[src/rtl/lksup_pkg.sv]
package lksup_pkg;

  typedef struct packed {
    logic irq_mask;
    logic lolre;
    logic limp_en;
    logic to_backup;
  } cfg_t;

  localparam cfg_t CFG_RESET = '{irq_mask: 1'b0, lolre: 1'b0, limp_en: 1'b1, to_backup: 1'b1};

  // Next value of the backup request bit.
  function automatic logic backup_req_next(input logic in_hrst, input logic locked,
                                           input logic wr, input logic wbit, input logic cur);
    if (in_hrst)  return ~locked;
    else if (wr)  return wbit;
    else          return cur;
  endfunction

  // Sticky flag with set priority over clear.
  function automatic logic sticky_next(input logic cur, input logic set, input logic clr);
    return set | (cur & ~clr);
  endfunction

endpackage

[src/rtl/lksup_sync.sv]
module lksup_sync #(
  parameter int STAGES = 2
) (
  input  logic clk,
  input  logic por_n,
  input  logic async_in,
  output logic sync_out,
  output logic rise,
  output logic fall
);
  localparam int LAST = STAGES - 1;

  logic [STAGES-1:0] chain;
  logic              prev;

  generate
    for (genvar i = 0; i < STAGES; i++) begin : g_stage
      always_ff @(posedge clk or negedge por_n) begin
        if (!por_n) chain[i] <= 1'b0;
        else if (i == 0) chain[i] <= async_in;
        else chain[i] <= chain[(i == 0) ? 0 : i-1];
      end
    end
  endgenerate

  always_ff @(posedge clk or negedge por_n) begin
    if (!por_n) prev <= 1'b0;
    else        prev <= chain[LAST];
  end

  assign sync_out = chain[LAST];
  assign rise     = chain[LAST] & ~prev;
  assign fall     = ~chain[LAST] & prev;
endmodule

[src/rtl/lksup_rstgen.sv]
module lksup_rstgen #(
  parameter int HOLD = 4
) (
  input  logic clk,
  input  logic por_n,
  input  logic trigger,
  output logic active
);
  localparam int CW = $clog2(HOLD + 1);

  logic [CW-1:0] remain;

  always_ff @(posedge clk or negedge por_n) begin
    if (!por_n)           remain <= CW'(HOLD);
    else if (trigger)     remain <= CW'(HOLD);
    else if (remain != 0) remain <= remain - 1'b1;
  end

  assign active = (remain != 0);
endmodule

[src/rtl/lksup_ctrl.sv]
module lksup_ctrl
  import lksup_pkg::*;
(
  input  logic clk,
  input  logic por_n,
  input  logic locked,
  input  logic lock_rise,
  input  logic lock_fall,
  input  logic in_hrst,
  input  logic wr,
  input  cfg_t wdata,
  input  logic flag_clr,
  output cfg_t cfg,
  output logic escalate,
  output logic clk_en,
  output logic sel_backup,
  output logic pend,
  output logic irq
);
  logic lock_change;

  assign lock_change = lock_rise | lock_fall;
  assign escalate    = lock_fall & cfg.lolre;

  always_ff @(posedge clk or negedge por_n) begin
    if (!por_n) begin
      cfg <= CFG_RESET;
    end else begin
      cfg.to_backup <= backup_req_next(in_hrst, locked, wr, wdata.to_backup, cfg.to_backup);
      if (wr && !in_hrst) begin
        cfg.limp_en  <= wdata.limp_en;
        cfg.lolre    <= wdata.lolre;
        cfg.irq_mask <= wdata.irq_mask;
      end
    end
  end

  always_ff @(posedge clk or negedge por_n) begin
    if (!por_n)                    clk_en <= 1'b0;
    else if (locked)               clk_en <= 1'b1;
    else if (in_hrst || escalate)  clk_en <= 1'b0;
  end

  always_ff @(posedge clk or negedge por_n) begin
    if (!por_n) pend <= 1'b0;
    else        pend <= sticky_next(pend, lock_change, flag_clr);
  end

  assign sel_backup = cfg.to_backup & cfg.limp_en;
  assign irq        = pend & cfg.irq_mask;
endmodule

[src/rtl/lock_supervisor.sv]
module lock_supervisor
  import lksup_pkg::*;
#(
  parameter int SYNC_STAGES = 2,
  parameter int HRST_HOLD   = 4
) (
  input  logic       clk,
  input  logic       por_n,
  input  logic       lock_raw,
  input  logic       hreset_req,
  input  logic       cfg_we,
  input  logic [3:0] cfg_wdata,
  input  logic       irq_clr,
  output logic [3:0] cfg_rdata,
  output logic       lock_status,
  output logic       pll_clk_en,
  output logic       backup_sel,
  output logic       hreset_out,
  output logic       lock_pend,
  output logic       lock_irq
);
  logic lock_rise_ev;
  logic lock_fall_ev;
  logic escalate_ev;
  logic hrst_trigger;
  cfg_t cfg_q;

  lksup_sync #(.STAGES(SYNC_STAGES)) u_sync (
    .clk      (clk),
    .por_n    (por_n),
    .async_in (lock_raw),
    .sync_out (lock_status),
    .rise     (lock_rise_ev),
    .fall     (lock_fall_ev)
  );

  assign hrst_trigger = hreset_req | escalate_ev;

  lksup_rstgen #(.HOLD(HRST_HOLD)) u_rst (
    .clk     (clk),
    .por_n   (por_n),
    .trigger (hrst_trigger),
    .active  (hreset_out)
  );

  lksup_ctrl u_ctrl (
    .clk        (clk),
    .por_n      (por_n),
    .locked     (lock_status),
    .lock_rise  (lock_rise_ev),
    .lock_fall  (lock_fall_ev),
    .in_hrst    (hreset_out),
    .wr         (cfg_we),
    .wdata      (cfg_t'(cfg_wdata)),
    .flag_clr   (irq_clr),
    .cfg        (cfg_q),
    .escalate   (escalate_ev),
    .clk_en     (pll_clk_en),
    .sel_backup (backup_sel),
    .pend       (lock_pend),
    .irq        (lock_irq)
  );

  assign cfg_rdata = cfg_q;
endmodule

[config.mk]
export PLATFORM = sky130hd
export DESIGN_NAME = lock_supervisor
export DESIGN_NICKNAME = d
export VERILOG_FILES = /design/src/rtl/lksup_pkg.sv /design/src/rtl/lksup_sync.sv /design/src/rtl/lksup_rstgen.sv /design/src/rtl/lksup_ctrl.sv /design/src/rtl/lock_supervisor.sv
export SDC_FILE = /design/constraint.sdc
export NUM_CORES = 1
export LEC_CHECK = 0
export BUFFER_PORTS_ARGS = -buffer_cell sky130_fd_sc_hd__buf_2
export CAP_MARGIN = 20
export CORE_AREA = 2 2 39 41
export CTS_CLUSTER_SIZE = 20
export DETAILED_ROUTE_END_ITERATION = 12
export DIE_AREA = 0 0 41 43
export GPL_ROUTABILITY_DRIVEN = 0
export PLACE_DENSITY_LB_ADDON = 0.25
export SLEW_MARGIN = 15
export SYNTH_ARGS = -nofsm -noshare
export SYNTH_HDL_FRONTEND = slang
export SYNTH_SLANG_ARGS = --single-unit
[constraint.sdc]
create_clock -name clk -period 2 [get_ports clk]
set_clock_uncertainty 0.2 [all_clocks]
set_input_delay 0.2 -clock clk [delete_from_list [all_inputs] [get_ports clk]]
set_output_delay 0.2 -clock clk [all_outputs]
set_load 0.02 [all_outputs]
# Yosys cells after proc, flatten, opt, wreduce, memory -nomap -nowiden
# Index checks and enable logic that the tools add are counted.
op_classes:
  addsub: 1
  muxes: 6
  bitwise: 12
  reduce_logical: 7
ops:
  columns: ["op", "n"]
  rows:
  - ["$and 1x1->1", 6]
  - ["$mux 3", 2]
  - ["$reduce_bool 2->1", 3]
  - ["$mux 1", 4]
  - ["$not 1->1", 3]
  - ["$or 1x1->1", 3]
  - ["$reduce_bool 3->1", 1]
  - ["$sub 3x1->3 const B", 1]
  - ["$logic_and 1x1->1", 1]
  - ["$logic_not 1->1", 1]
  - ["$logic_or 1x1->1", 1]
totals:
  regBits: 12
  inputBits: 10
  output_inout_bits: 10
  wordCells: 36

# Depth between registers and ports, before layout
depth:
  depth_word: 6
  mapped_depth: 6
  ltp_nobuf: 6

# By module
# A second synthesis with hierarchy kept.
unflattened:
  hier_cells: 42
  hier_area_um2: 551.8
by_module_without_submodules:
  columns: ["module", "instances", "cells_each", "area_per_inst_um2", "seq_area_each_um2"]
  rows:
  - ["lksup_ctrl", 1, 20, 276.5, 152.6]
  - ["lksup_rstgen", 1, 16, 178.9, 76.3]
  - ["lksup_sync", 1, 5, 90.1, 75.1]
  - ["lock_supervisor", 1, 1, 6.3, 0.0]

# Worst setup path after synthesis
# No wires, ideal clock.
synth_path:
  path_kind: "register to register"
  startpoint: "register u_rst.remain[0]"
  endpoint: "register u_ctrl.cfg[2] (netlist name)"
  setup_ns: 0.125
  t_arrival_ns: 1.166
  t_required_ns: 1.675
  setup_slack_ns: 0.509
  stages_incl_launch_ff: 6
  path_buffers: 0
  period_less_slack_ns: 1.491
  path_cell_list: "dfrtp_1 inv_1 ha_1 nor2b_4 nand2_4 mux2_4"
synth_between:
  elab_chain_len: 3
synth_lines:
  columns: ["element", "line_no", "source"]
  rows:
  - ["start, declared", "lksup_rstgen.sv:11", "logic [CW-1:0] remain;"]
  - ["start signal, assigned", "lksup_rstgen.sv:14", "if (!por_n) remain <= CW'(HOLD);"]
  - ["start signal, assigned", "lksup_rstgen.sv:15", "else if (trigger) remain <= CW'(HOLD);"]
  - ["start signal, assigned", "lksup_rstgen.sv:16", "else if (remain != 0) remain <= remain - 1'b1;"]
  - ["$reduce_bool 3->1", "lksup_rstgen.sv:19", "assign active = (remain != 0);"]
  - ["$logic_not 1->1", "lksup_ctrl.sv:30", "if (wr && !in_hrst) begin"]
  - ["$logic_and 1x1->1", "lksup_ctrl.sv:30", null]
  - ["end, declared", "lksup_ctrl.sv:13", "output cfg_t cfg,"]
# No other way between the ends.
# A chain may end at the register's enable or synchronous reset.

# Worst setup path in the final report
layout_path:
  startpoint: "register u_rst.remain[0]"
  endpoint: "output port hreset_out"
layout_between:
  elab_chain_len: 1
layout_lines:
  columns: ["element", "line_no", "source"]
  rows:
  - ["$reduce_bool 3->1", "lksup_rstgen.sv:19", null]
  - ["end, declared", "lock_supervisor.sv:18", "output logic hreset_out,"]
# No other way between the ends.

==> results.txt <==
Ant diodes = 0
Die height = 43 µm
Core area = 1384 µm²
Final setup violation count = 0
DP Wirelength = 714.5 µm
Hold Crit Class = primary input to register
Synth top area share = 42.76%
Clk_lat worst skew = 270 ps
Synth Instances = 42
Grt ovf = 0
ANT nets after route = 0
Top cells by area, synth = dfrtp_1 (43%), dfstp_2 (15%), mux2_4 (8.6%), ha_1 (7.1%), inv_1 (4.3%)
First-pass GRT wire length = 1752 µm
Die width = 41 µm
Rows = 14
Commonest non-fill, non-tap cell in the layout = buf_2
Crit path launch type = register
Most frequent CP cell = inv_1
H-tree depth = 1
Metal3 WL = 51 µm
Non-Filler Instances = 87
CP required = 1600 ps
Cells along the critical path = inv_1 > ha_1 > nor2b_4 > inv_1 > buf_2
Slowest cell on the critical path = dfrtp_1
Root buf cell = clkbuf_4
Starting Density = 38.07%
Critical path arrival = 1420 ps
Total CTS buffers = 3
Min-delay src = hreset_req
Most frequent cells in the layout = buf_2 (19), dfrtp_1 (9), inv_1 (6), dlygate4sd3_1 (6)
Syn_area_per_cell = 12.54 µm²
Inst Count DP = 77
Crit end category = output pin
Critical path class = register to output pin
Setup slack, reg-to-reg = 430 ps
Slew HR = 82.17%
Slew Limit Fails = 0
Hold Path End = u_rst.remain[0]$_DFFE_PN0P_
Worst Setup Slack, final = 178.0 ps
# DRC = 0
Final Hold Fails = 0
Clk buf depth = 2
I/O Pins = 20
Seq/Total Area, Yosys = 57.72%
Antenna violations before repair = 0
Hold depth = 3
CTS tree = built
RSZ-0062 raised after global routing = no
DR WL met2 = 484 µm
Top layer in use = met3
Power Dens Cells = 1346 nW/µm²
Final period util = 91.10%
Leading area contributor after synthesis = dfrtp_1
IR Drop Worst-Case VDD = 639.7 µV
Layout area overhead = 40.14%
Nets@finish = 85
Final setup TNS = 0 ps
Largest net degree at the start of global routing = 13
Final min period = 1822 ps
Crit-path max FO = 5
Total power = 0.0009937 W
Total wire length = 989 µm
PortBufs = 19
R2r endpoint = u_ctrl.cfg[3]$_DFFE_PN0P_
FMAX = 548.8 MHz
Share of cells above drive strength 1 = 43.66%
Setup WS pre-CTS = 430.4 ps
Avg WL per Cell = 11.37 µm
Clock tree sinks = 12
Post-Syn Area = 526.8 µm²
Yosys reg bits = 12
Vias = 398
Synth cell types = 17
Slew @ Worst Pin = 267.5 ps
Slowest stage delay, CP = 360 ps
Critical R2R Launch = u_rst.remain[0]$_DFFE_PN0P_
DR pass1 iterations = 2
Leakage Power = 0.3892 nW
Syn Nets = 55
Vias in the first global route = 416
Gr usage total = 15.32%
Status = finished clean
Max-Cap Viols = 0
Initial drt markers = 3
Yosys warns = 0
Die ar. = 1763 µm²
Layout fillers = 118
Clock Pin Slew Worst Setup and Hold Paths = 80 ps
R2R depth = 5
Avg Vias per Cell = 4.575
Wl on met1 = 453 µm
==> layer usage <==
metal,GRT usage [%],up-vias
li1,-,193
met1,19.73,193
met2,22.19,12
met3,6.283,0
met4,6.000,0
met5,0,-
==> power breakdown <==
| part | switching [W] | internal [W] | total, W | leakage [nW] |
|---|---|---|---|---|
| Sequential | 0.0000550 | 0.000335 | 0.000390 | 0.138 |
| Combinational | 0.000224 | 0.000188 | 0.000412 | 0.230 |
| Clock | 0.0000811 | 0.000110 | 0.000192 | 0.0210 |
| Total | 0.000360 | 0.000634 | 0.000994 | 0.389 |
==> how the worst max path moves through the flow <==
stage                                           start                         to  slack, ps  cells past startpoint
after floorplan           u_rst.remain[0]$_DFFE_PN0P_  u_ctrl.cfg[2]$_DFFE_PN0P_        510                      5
after global placement    u_rst.remain[0]$_DFFE_PN0P_  u_ctrl.cfg[2]$_DFFE_PN0P_        470                      5
after detailed placement  u_rst.remain[1]$_DFFE_PN0P_  u_ctrl.cfg[3]$_DFFE_PN0P_        430                      5
after CTS                 u_rst.remain[1]$_DFFE_PN0P_                 hreset_out        160                      5
after global routing      u_rst.remain[1]$_DFFE_PN0P_                 hreset_out         70                      5
final                     u_rst.remain[0]$_DFFE_PN0P_                 hreset_out        180                      5
==> cell type report <==
cell class	count	area [µm²]	share of cell area [%]
flip-flops and latches	12	304.0	41.19
multi-input cells	24	200.2	27.12
repair buffers	25	155.1	21.02
clock buffers	4	36.28	4.915
inverters	6	22.52	3.051
well taps	16	20.02	2.712
==> metrics by stage <==
| step | hold slack, ps | utilization [%] | instance area [µm²] |
|---|---|---|---|
| after floorplan | -295.6 | - | 526.8 |
| after global placement | -108.1 | 46.38 | 641.9 |
| after detailed placement | -108.1 | 46.38 | 641.9 |
| after CTS | 9.369 | 53.35 | 738.2 |
| after global routing | 36.63 | 53.35 | 738.2 |
| final | 12.68 | 53.35 | 738.2 |
==> logic make-up (layout without fill, tap and decap cells) <==
group           after synthesis  in the layout  synth area share, %
simple gates                  9              9                10.69
xor+xnor                      1              1                1.663
flops                        12             12                57.72
compound gates                7              7                8.078
buf+inv                       6             35                4.275
mux                           4              4                10.45
fa+ha+maj                     3              3                7.127
==> worst max-delay path, delay by kind of cell (launching register included) <==
family	cells	cell delay (ps)
adder cells (fa/ha/maj)	1	180
flip-flops	1	360
AND/OR/NAND/NOR	1	230
buffers and inverters	3	380
==> timing repair <==
item	CTS	global route
endpoints found under the hold margin	17	0
hold buffers	6	0
buffers inserted	0	0
gates resized for setup	0	0
setup endpoints to repair	0	0
==> cells in the mapped netlist <==
cell type  instances
and2_1             2
dfstp_2            3
a211oi_1           1
xnor2_1            1
o31ai_1            1
dfrtp_1            9
a21oi_1            2
nor2b_4            1
mux2i_1            1
nand2_4            1
ha_1               3
o21ai_0            2
nand2_1            2
nor2_1             3
a21o_1             1
inv_1              6
mux2_4             3
==> registers in the layout (all words and copies together), names as in the netlist <==
name / flops
u_rst.remain: 3
u_ctrl.cfg: 4
u_ctrl.clk_en: 1
u_sync.prev: 1
u_ctrl.pend: 1
u_sync.chain: 1
u_sync.sync_out: 1
Power figures use the tool's default switching activity.
